$ cat config.mk
export PLATFORM = sky130hd
export DESIGN_NAME = rc6_keysched
export DESIGN_NICKNAME = d
export VERILOG_FILES = /design/src/rtl/rc6ks_pkg.sv /design/src/rtl/rc6ks_regfile.sv /design/src/rtl/rc6ks_ctrl.sv /design/src/rtl/rc6ks_mix.sv /design/src/rtl/rc6_keysched.sv
export SDC_FILE = /design/constraint.sdc
export NUM_CORES = 2
export LEC_CHECK = 0
export ABC_AREA = 0
export CORE_UTILIZATION = 49
export DETAILED_ROUTE_END_ITERATION = 7
export PLACE_DENSITY_LB_ADDON = 0.12
export SLEW_MARGIN = 30
export SYNTH_ARGS = -nofsm -noshare
export SYNTH_HDL_FRONTEND = slang
export SYNTH_SLANG_ARGS = --single-unit
$ cat constraint.sdc
create_clock -name clk -period 13.45 [get_ports clk]
set_clock_uncertainty 0.15 [all_clocks]
set_input_delay 4.035 -clock clk [delete_from_list [all_inputs] [get_ports clk]]
set_output_delay 4.035 -clock clk [all_outputs]
set_load 0.005 [all_outputs]
$ cat src/rtl/rc6ks_pkg.sv
package rc6ks_pkg;
   localparam int WORD_W = 32;
   localparam logic [WORD_W-1:0] SEED_P = 32'hB7E15163;
   localparam logic [WORD_W-1:0] STEP_Q = 32'h9E3779B9;

   typedef logic [WORD_W-1:0] word_t;

   typedef enum logic [1:0] {
      KLEN_64  = 2'd0,
      KLEN_128 = 2'd1,
      KLEN_256 = 2'd2,
      KLEN_ALT = 2'd3
   } klen_e;

   function automatic word_t rotl(input word_t x, input logic [4:0] n);
      logic [2*WORD_W-1:0] dbl;
      dbl = {x, x} << n;
      return dbl[2*WORD_W-1:WORD_W];
   endfunction
endpackage

$ cat src/rtl/rc6ks_regfile.sv
module rc6ks_regfile #(
   parameter int DEPTH     = 44,
   parameter int WIDTH     = 32,
   parameter int NRD       = 1,
   parameter bit RST_CLEAR = 1'b1,
   localparam int AW       = $clog2(DEPTH)
) (
   input  logic                      clk,
   input  logic                      rst_n,
   input  logic                      we,
   input  logic [AW-1:0]             waddr,
   input  logic [WIDTH-1:0]          wdata,
   input  logic [NRD-1:0][AW-1:0]    raddr,
   output logic [NRD-1:0][WIDTH-1:0] rdata
);
   logic [WIDTH-1:0] mem [DEPTH];

   for (genvar e = 0; e < DEPTH; e++) begin : g_cell
      logic [WIDTH-1:0] cell_q;
      if (RST_CLEAR) begin : g_clr
         always_ff @(posedge clk or negedge rst_n) begin
            if (!rst_n)                             cell_q <= '0;
            else if (we && waddr == AW'(e))         cell_q <= wdata;
         end
      end else begin : g_noclr
         always_ff @(posedge clk) begin
            if (we && waddr == AW'(e))              cell_q <= wdata;
         end
      end
      assign mem[e] = cell_q;
   end

   for (genvar r = 0; r < NRD; r++) begin : g_rd
      assign rdata[r] = ({1'b0, raddr[r]} < (AW+1)'(DEPTH)) ? mem[raddr[r]] : '0;
   end


   waddr_range_chk: assert property (@(posedge clk) disable iff (!rst_n)
      we |-> ({1'b0, waddr} < (AW+1)'(DEPTH)));
endmodule

$ cat src/rtl/rc6ks_ctrl.sv
module rc6ks_ctrl
   import rc6ks_pkg::*;
#(
   parameter int NW     = 44,
   parameter int MAXKW  = 8,
   parameter int SETUP  = 188,
   localparam int SAW   = $clog2(NW),
   localparam int LAW   = $clog2(MAXKW),
   localparam int CW    = $clog2(SETUP),
   localparam int MIXN  = 3 * ((NW > MAXKW) ? NW : MAXKW)
) (
   input  logic           clk,
   input  logic           rst_n,
   input  logic           start,
   input  logic           key_we,
   input  logic [1:0]     key_len,
   output logic           busy,
   output logic           ready,
   output logic           init_act,
   output logic           mix_act,
   output logic [SAW-1:0] s_idx,
   output logic [LAW-1:0] l_idx
);
   logic [CW-1:0] cnt;
   logic [LAW:0]  kw_q;
   logic [LAW:0]  kw_dec;
   logic          accept;

   assign accept = start && !busy;

   always_comb begin
      case (klen_e'(key_len))
         KLEN_64:  kw_dec = (LAW+1)'(2);
         KLEN_128: kw_dec = (LAW+1)'(4);
         default:  kw_dec = (LAW+1)'(MAXKW);
      endcase
   end

   assign init_act = busy && (cnt < CW'(NW));
   assign mix_act  = busy && (cnt >= CW'(NW)) && (cnt < CW'(NW + MIXN));

   always_ff @(posedge clk or negedge rst_n) begin
      if (!rst_n) begin
         busy  <= 1'b0;
         ready <= 1'b0;
         cnt   <= '0;
         kw_q  <= (LAW+1)'(MAXKW);
         s_idx <= '0;
         l_idx <= '0;
      end else if (accept) begin
         busy  <= 1'b1;
         ready <= 1'b0;
         cnt   <= '0;
         kw_q  <= kw_dec;
         s_idx <= '0;
         l_idx <= '0;
      end else if (busy) begin
         cnt <= cnt + 1'b1;
         if (init_act || mix_act)
            s_idx <= (s_idx == SAW'(NW - 1)) ? '0 : s_idx + 1'b1;
         if (mix_act)
            l_idx <= ({1'b0, l_idx} == kw_q - 1'b1) ? '0 : l_idx + 1'b1;
         if (cnt == CW'(SETUP - 1)) begin
            busy  <= 1'b0;
            ready <= 1'b1;
         end
      end else if (key_we) begin
         ready <= 1'b0;
      end
   end


   done_ready_chk: assert property (@(posedge clk) disable iff (!rst_n)
      $fell(busy) |-> (ready && $past(cnt) == CW'(SETUP - 1)));

   busy_excl_chk: assert property (@(posedge clk) disable iff (!rst_n)
      !(busy && ready));

   load_clears_chk: assert property (@(posedge clk) disable iff (!rst_n)
      (key_we && !busy && !start) |=> !ready);

   restart_ignored_chk: assert property (@(posedge clk) disable iff (!rst_n)
      (busy && start && cnt != CW'(SETUP - 1)) |=> (busy && cnt == CW'($past(cnt) + 1'b1)));

   idx_range_chk: assert property (@(posedge clk) disable iff (!rst_n)
      busy |-> ({1'b0, s_idx} < (SAW+1)'(NW) && {1'b0, l_idx} < kw_q));
endmodule

$ cat src/rtl/rc6ks_mix.sv
module rc6ks_mix
   import rc6ks_pkg::*;
(
   input  logic  clk,
   input  logic  rst_n,
   input  logic  clear,
   input  logic  init_act,
   input  logic  mix_act,
   input  word_t s_rd,
   input  word_t l_rd,
   output word_t s_wdata,
   output word_t l_wdata
);
   word_t a_q, b_q, seed_q;
   word_t a_nx, ab_sum, b_nx;

   always_comb begin
      a_nx   = rotl(s_rd + a_q + b_q, 5'd3);
      ab_sum = a_nx + b_q;
      b_nx   = rotl(l_rd + ab_sum, ab_sum[4:0]);
   end

   assign s_wdata = init_act ? seed_q : a_nx;
   assign l_wdata = b_nx;

   always_ff @(posedge clk or negedge rst_n) begin
      if (!rst_n) begin
         a_q    <= '0;
         b_q    <= '0;
         seed_q <= SEED_P;
      end else if (clear) begin
         a_q    <= '0;
         b_q    <= '0;
         seed_q <= SEED_P;
      end else if (init_act) begin
         seed_q <= seed_q + STEP_Q;
      end else if (mix_act) begin
         a_q <= a_nx;
         b_q <= b_nx;
      end
   end


   seed_step_chk: assert property (@(posedge clk) disable iff (!rst_n)
      (init_act && $past(init_act)) |-> (s_wdata == $past(s_wdata) + STEP_Q));
endmodule

$ cat src/rtl/rc6_keysched.sv
module rc6_keysched
   import rc6ks_pkg::*;
#(
   parameter int ROUNDS = 20,
   parameter int MAXKW  = 8,
   parameter int SETUP  = 188,
   localparam int NW    = 2 * ROUNDS + 4,
   localparam int SAW   = $clog2(NW),
   localparam int LAW   = $clog2(MAXKW),
   localparam int MIXN  = 3 * ((NW > MAXKW) ? NW : MAXKW)
) (
   input  logic              clk,
   input  logic              rst_n,
   input  logic              key_we,
   input  logic [LAW-1:0]    key_widx,
   input  logic [WORD_W-1:0] key_wdata,
   input  logic [1:0]        key_len,
   input  logic              start,
   input  logic [SAW-1:0]    rd_addr,
   output logic [WORD_W-1:0] rd_data,
   output logic              ready
);
   if (ROUNDS < 1) begin : g_bad_rounds
      $error("ROUNDS must be at least 1");
   end
   if (MAXKW != 8) begin : g_bad_keywords
      $error("MAXKW must be 8");
   end
   if (SETUP < NW + MIXN) begin : g_bad_setup
      $error("SETUP too short for seeding plus mixing");
   end

   logic           busy, init_act, mix_act;
   logic [SAW-1:0] s_idx;
   logic [LAW-1:0] l_idx;
   word_t          s_wdata, l_mix, l_wdata;
   logic           l_we;
   logic [LAW-1:0] l_waddr;
   logic [1:0][SAW-1:0] s_raddr;
   logic [1:0][WORD_W-1:0] s_rdata;
   logic [0:0][LAW-1:0] l_raddr;
   logic [0:0][WORD_W-1:0] l_rdata;

   rc6ks_ctrl #(.NW(NW), .MAXKW(MAXKW), .SETUP(SETUP)) u_ctrl (
      .clk(clk), .rst_n(rst_n), .start(start), .key_we(key_we), .key_len(key_len),
      .busy(busy), .ready(ready), .init_act(init_act), .mix_act(mix_act),
      .s_idx(s_idx), .l_idx(l_idx)
   );

   rc6ks_mix u_mix (
      .clk(clk), .rst_n(rst_n), .clear(start && !busy),
      .init_act(init_act), .mix_act(mix_act),
      .s_rd(s_rdata[0]), .l_rd(l_rdata[0]),
      .s_wdata(s_wdata), .l_wdata(l_mix)
   );

   assign s_raddr[0] = s_idx;
   assign s_raddr[1] = rd_addr;
   assign rd_data    = s_rdata[1];

   rc6ks_regfile #(.DEPTH(NW), .WIDTH(WORD_W), .NRD(2), .RST_CLEAR(1'b1)) u_sarr (
      .clk(clk), .rst_n(rst_n), .we(init_act || mix_act), .waddr(s_idx),
      .wdata(s_wdata), .raddr(s_raddr), .rdata(s_rdata)
   );

   assign l_we       = mix_act || (key_we && !busy);
   assign l_waddr    = mix_act ? l_idx : key_widx;
   assign l_wdata    = mix_act ? l_mix : key_wdata;
   assign l_raddr[0] = l_idx;

   rc6ks_regfile #(.DEPTH(MAXKW), .WIDTH(WORD_W), .NRD(1), .RST_CLEAR(1'b0)) u_larr (
      .clk(clk), .rst_n(rst_n), .we(l_we), .waddr(l_waddr),
      .wdata(l_wdata), .raddr(l_raddr), .rdata(l_rdata)
   );


   start_clears_chk: assert property (@(posedge clk) disable iff (!rst_n)
      (start && !busy) |=> (busy && !ready));
endmodule

# Yosys cells after proc, flatten, opt, wreduce, memory -nomap -nowiden
# Cells that the tools add are included.
# W data, S select, Z words.
# totals
output_inout_bits	33
input_bits	47
reg_bits	1783
word_cells	249
# classes
bitwise_logic	3
shifts	1
n_eq_ne	55
n_mux	40
reduce_logical	72
n_lt_le_gt_ge	8
addsub	9
# ops
op	n
$mux W32	18
$bmux W32 S6	2
$add A32 B32 Y32	4
$bmux W32 S3	1
$eq A6 B5 Y1 const B	16
$eq A6 B6 Y1 const B	12
$shl A64 B5 Y64	1
$logic_and A1 B1 Y1	57
$eq A6 B4 Y1 const B	8
$add A32 B32 Y32 const B	1
$eq A6 B3 Y1 const B	4
$mux W6	4
$mux W8	2
$mux W3	5
$ge A7 B7 Y1 const B	2
$not A6 Y7	2
$eq A3 B3 Y1 const B	4
$eq A6 B2 Y1 const B	2
$lt A6 B6 Y1 const B	2
$add A8 B1 Y8 const B	1
$eq A8 B8 Y1 const B	1
$ge A8 B6 Y1 const B	1
$lt A8 B6 Y1 const B	1
$lt A8 B8 Y1 const B	1
22 further kinds	36

# Logic depth before layout (Yosys ltp)
# depth
depth_word	13
mapped_depth	51
depth_no_buf	46

# By module
# From an unflattened synthesis, not the netlist that was laid out.
# hier_totals
cells_unflattened	7360
area_unflattened_um2	100172.3
# modules_own_cells
module	n_inst	seq_area_each_um2	area_each_um2	cells_per_inst
rc6ks_regfile (u_sarr)	1	35233.8	75725.1	5247
rc6ks_mix	1	2423.6	12816.0	1558
rc6ks_regfile (u_larr)	1	7687.4	9825.7	383
rc6ks_ctrl	1	551.8	1211.2	129
rc6_keysched	1	0.0	594.3	43

# Least setup slack after synthesis
# OpenSTA, ideal clock, no wires.
# synth_path
kind	register to register
from	register u_ctrl.s_idx[0]
to	register u_larr.g_cell[0].cell_q[3], data pin
path_stages_with_launch	48
slack_ns	1.626
t_arrival_ns	11.397
path_buffers	7
t_required_ns	13.023
path_cell_list	dfrtp_1 buf_2 buf_2 buf_2 buf_1 clkbuf_1 buf_2 mux4_2 a21oi_1 o22ai_1 fa_1 ha_1 fa_1 a21o_1 a21o_1 a21oi_1 o21ai_0 a21oi_1 [12 not listed] or3_1 a21o_1 a21oi_1 xnor2_1 ha_1 and3_1 buf_2 and2_1 a32o_1 nor3_2 o21ai_2 xnor2_1 mux4_2 o21ai_0 mux2i_1 nand2b_1 and4_1 a211oi_1
# synth_between
elab_chain_cells	11
elab_cells_between_ends	12
# synth_lines
element	line	text
start: declaration	rc6ks_ctrl.sv:21	output logic [SAW-1:0] s_idx,
start signal: assignment	rc6ks_ctrl.sv:60	s_idx <= (s_idx == SAW'(NW - 1)) ? '0 : s_idx + 1'b1;
$not A6 Y7 (not written as such)	rc6ks_regfile.sv:34	assign rdata[r] = ({1'b0, raddr[r]} < (AW+1)'(DEPTH)) ? mem[raddr[r]] : '0;
$bmux W32 S6	rc6ks_regfile.sv:34	
$mux W32 (not written as such) (2 in series)	rc6ks_regfile.sv:34	
$mux W32 *	rc6ks_regfile.sv:34	
$add A32 B32 Y32 * (2 in series)	rc6ks_mix.sv:18	a_nx = rotl(s_rd + a_q + b_q, 5'd3);
$add A32 B32 Y32 *	rc6ks_mix.sv:19	ab_sum = a_nx + b_q;
$add A32 B32 Y32	rc6ks_mix.sv:20	b_nx = rotl(l_rd + ab_sum, ab_sum[4:0]);
$shl A64 B5 Y64 *	rc6ks_pkg.sv:17	dbl = {x, x} << n;
$mux W32 *	rc6_keysched.sv:68	assign l_wdata = mix_act ? l_mix : key_wdata;
via l_wdata[3]	rc6_keysched.sv:36	word_t s_wdata, l_mix, l_wdata;
end signal: assignment	rc6ks_regfile.sv:27	if (we && waddr == AW'(e)) cell_q <= wdata;
end: declaration	rc6ks_regfile.sv:19	logic [WIDTH-1:0] cell_q;
# The timed path passes the listed nets; every way through them passes the cells marked *. The select of a mux whose other input is x is not followed.
# A chain may end at the register's enable or synchronous reset.

# Worst setup path after layout
# layout_path
from	register u_ctrl.s_idx[1]
to	register u_larr.g_cell[5].cell_q[29], data pin
# layout_between
elab_chain_cells	11
elab_cells_between_ends	12
# layout_lines
element	line
$not A6 Y7 (not written as such)	rc6ks_regfile.sv:34
$bmux W32 S6	rc6ks_regfile.sv:34
$mux W32 (not written as such) (2 in series)	rc6ks_regfile.sv:34
$mux W32 *	rc6ks_regfile.sv:34
$add A32 B32 Y32 * (2 in series)	rc6ks_mix.sv:18
$add A32 B32 Y32 *	rc6ks_mix.sv:19
$add A32 B32 Y32	rc6ks_mix.sv:20
$shl A64 B5 Y64 *	rc6ks_pkg.sv:17
$mux W32 *	rc6_keysched.sv:68
via l_wdata[29]	rc6_keysched.sv:36
end signal: assignment	rc6ks_regfile.sv:27
end: declaration	rc6ks_regfile.sv:19
# Marked as above.

==> impl_metrics.toml <==
[sta]
tns_ps = 0
rsz0062_at_grt = "no"
maxSlewHeadroom_pct = 24.8
fin_crit_ps = 12850
setup_violations = 0
period_share_pct = 95.5
slew_viol_final = 0
max_freq_mhz = 77.8
hold_violations = 0
tightest_slew_ps = 1130

[routing]
first_pass_iters = 6
drt-vias-per-instance = 6.39
drc = 0
ant_nets = 0
wl_per_cell_um = 29.3
vias = 68600
drt_iter0_drc = 6917
routed_wl_um = 314000

[worst_setup_path]
worst_path_largest_cell_delay_ps = 1000
slowest_stage = "dfrtp_4"
cp_common_cell = "a21oi_1"
cp.arrival_ps = 13290
cp_data_required_time_ps = 13900
endpoint_kind = "flip-flop"
path_max_fanout = 49
crit_type = "flip-flop to flip-flop"
start_kind = "flip-flop"

[grt]
grt_remaining_overflow = 0
grt_pass1_wl_um = 468000
gr-usage-met1_pct = 45.3
grt_max_degree = 172
met3_usage_pct = 5.26
grt_usage_pct = 32.5
use_met2_pct = 50.9
grt_busiest_layer = "met2"
antenna_found_initial = 8
first_global_vias = 67500

[synthesis]
synth.yosys.seq_area_share_pct = 48.4
synth.area.top_cells = "dfrtp_1 (40%), mux4_2 (22%), edfxtp_1 (8.1%)"
async_flop_share_pct = 85.6
syn_nets = 8418
avgSynthCellArea_sq_um = 11.5
ys_ff_latch = 1782
synth_edf_count = 256
synth.distinct_cells = 93
synth_ff_type = "dfrtp_1"
synthCells = 8237
ys_warn_count = 0
netlist_area_sq_um = 94900
synth_top_cell_by_area = "dfrtp_1"
synth_top_area_share_pct = 39.8

[floorplanning]
pin_count = 80
die_x_um = 442
die_h_um = 442
coreArea_sq_um = 192000
start_util_pct = 49.3
die_area_sq_um = 195000
rows = 161

[finish]
drive_gt1_share_pct = 20.8
syn_to_final_growth_pct = 12.6
final_cell_mix = "nand2_1 (1599), dfrtp_1 (1500), o21ai_0 (1458)"
nNetsFinal = 8216
layout_commonest_cell = "nand2_1"

[clock_tree]
clkTransAtPathRegs_ps = 60
clkLatencyLatePin_ps = 870
cts_buffers = 192
cts_sinks = 1782
clockBufferDepth = 3
htreeDepth = 4
cts_hold_buf = 0
cts_tree = "done"
root_buffer = "clkbuf_16"

[run_status]
status = "complete, no violations"

[placement]
hpwlAfterDp_um = 198000
port_buffers = 79
gp_congestion = 0.929

[min_path]
hold_class = "flip-flop to flip-flop"

[run]
maxCapViolCount = 0
==> layer usage <==
metal  part of all wire, %  vias to the layer above  wire [um]
met4                   4.7                        6      14800
met3                   7.3                      629      22800
met1                    41                    35300     130000
met5                0.0089                        -         28
met2                    47                     2827     146000
li1                      -                    29900          -
==> final cells by class <==
class                   instances  area, sq um
well taps                    2526         3160
clock buffers                 276         5660
clock inverters                81         1000
multi-input cells            5612        46900
flip-flops and latches       1782        45900
fillers                     16000        85500
diodes                          5         12.5
repair buffers                351         3910
inverters                      96          360
==> cell usage after synthesis (13+ instances only) <==
| master | count |
|---|---|
| a211oi_1 | 21 |
| a21o_1 | 62 |
| a21oi_1 | 246 |
| a31oi_1 | 23 |
| and2_1 | 18 |
| and3_1 | 27 |
| buf_1 | 96 |
| buf_2 | 13 |
| clkbuf_1 | 637 |
| dfrtp_1 | 1508 |
| dfstp_2 | 18 |
| edfxtp_1 | 256 |
| fa_1 | 34 |
| ha_1 | 100 |
| inv_1 | 96 |
| mux2_2 | 33 |
| mux2i_1 | 182 |
| mux4_2 | 911 |
| nand2_1 | 1607 |
| nand2b_1 | 19 |
| nand3_1 | 98 |
| nand4_1 | 20 |
| nor2_1 | 265 |
| nor2b_1 | 13 |
| nor3_1 | 31 |
| o211ai_1 | 21 |
| o21a_1 | 21 |
| o21ai_0 | 1459 |
| o21ai_1 | 26 |
| o21bai_1 | 14 |
| o22ai_1 | 52 |
| o31ai_1 | 24 |
| or3_1 | 19 |
| xnor2_1 | 69 |
| xor2_1 | 42 |
==> worst max-delay path, delay by kind of cell (launching register included) <==
family,cells,cell delay (ps)
AO/OA/AOI/OAI,21,5580
XOR/XNOR,3,770
adder cells (fa/ha/maj),5,1840
buffers and inverters,3,650
flip-flops,1,1000
multiplexers,3,1330
AND/OR/NAND/NOR,6,1170
==> state kept, by name (all words and copies together), names as in the netlist <==
register / flops
u_mix.a_q: 32
u_mix.b_q: 32
u_ctrl.s_idx: 6
u_mix.seed_q: 32
u_ctrl.ready: 1
u_sarr.g_cell.cell_q: 1408
u_ctrl.busy: 1
u_larr.g_cell.cell_q: 256
u_ctrl.cnt: 8
u_ctrl.kw_q: 3
u_ctrl.l_idx: 3
==> through the flow <==
step                      cells  cell area [sq um]  utilization (%)  setup slack, ps  hold slack (ps)
after floorplan            8237              94900                -             1630              296
after global placement    10300              99300             51.6              375              310
after detailed placement  10400             100000             52.0              290              320
after CTS                 10700             107000             55.4              153              329
after global routing      10700             107000             55.6             2.59              357
final                     10700             107000             55.6              604              329
==> path summary, 6_finish.rpt <==
check	start	endpoint	slack (ps)	cells after the start
setup / recovery	u_ctrl.s_idx[1]	u_larr.g_cell[5].cell_q[29]	600	41
hold / removal	u_ctrl.kw_q[3]	u_ctrl.kw_q[3]	330	2
setup reg to reg	u_ctrl.s_idx[1]	u_larr.g_cell[5].cell_q[29]	600	41
hold reg to reg	u_ctrl.kw_q[3]	u_ctrl.kw_q[3]	330	2
max in group asynchronous	rst_n	u_sarr.g_cell[26].cell_q[23]	8090	4
min in group asynchronous	rst_n	u_ctrl.l_idx[0]	2970	1
==> cells by family (layout without fill, tap and decap cells) <==
kind of cell,Yosys count,after routing,share of synthesized area [%]
AOI/OAI and AO/OA,2081,2081,12.0
xor gates and xnor gates,112,112,1.04
adders and majority gates,134,134,2.04
buffers and inverters,843,804,3.36
DFF,1782,1782,48.4
muxes,1129,1129,24.0
other,0,5,0
and+or+nand+nor,2156,2156,9.18
==> timing repair <==
item,in CTS,in global routing
endpoints found under the setup margin,0,270
resized for setup,0,13
endpoints found under the hold margin,0,0
setup buffers,0,1
Power is left out: the tool's default activity adds up to more than one toggle a clock period on the data nets, which glitch-free logic cannot reach.
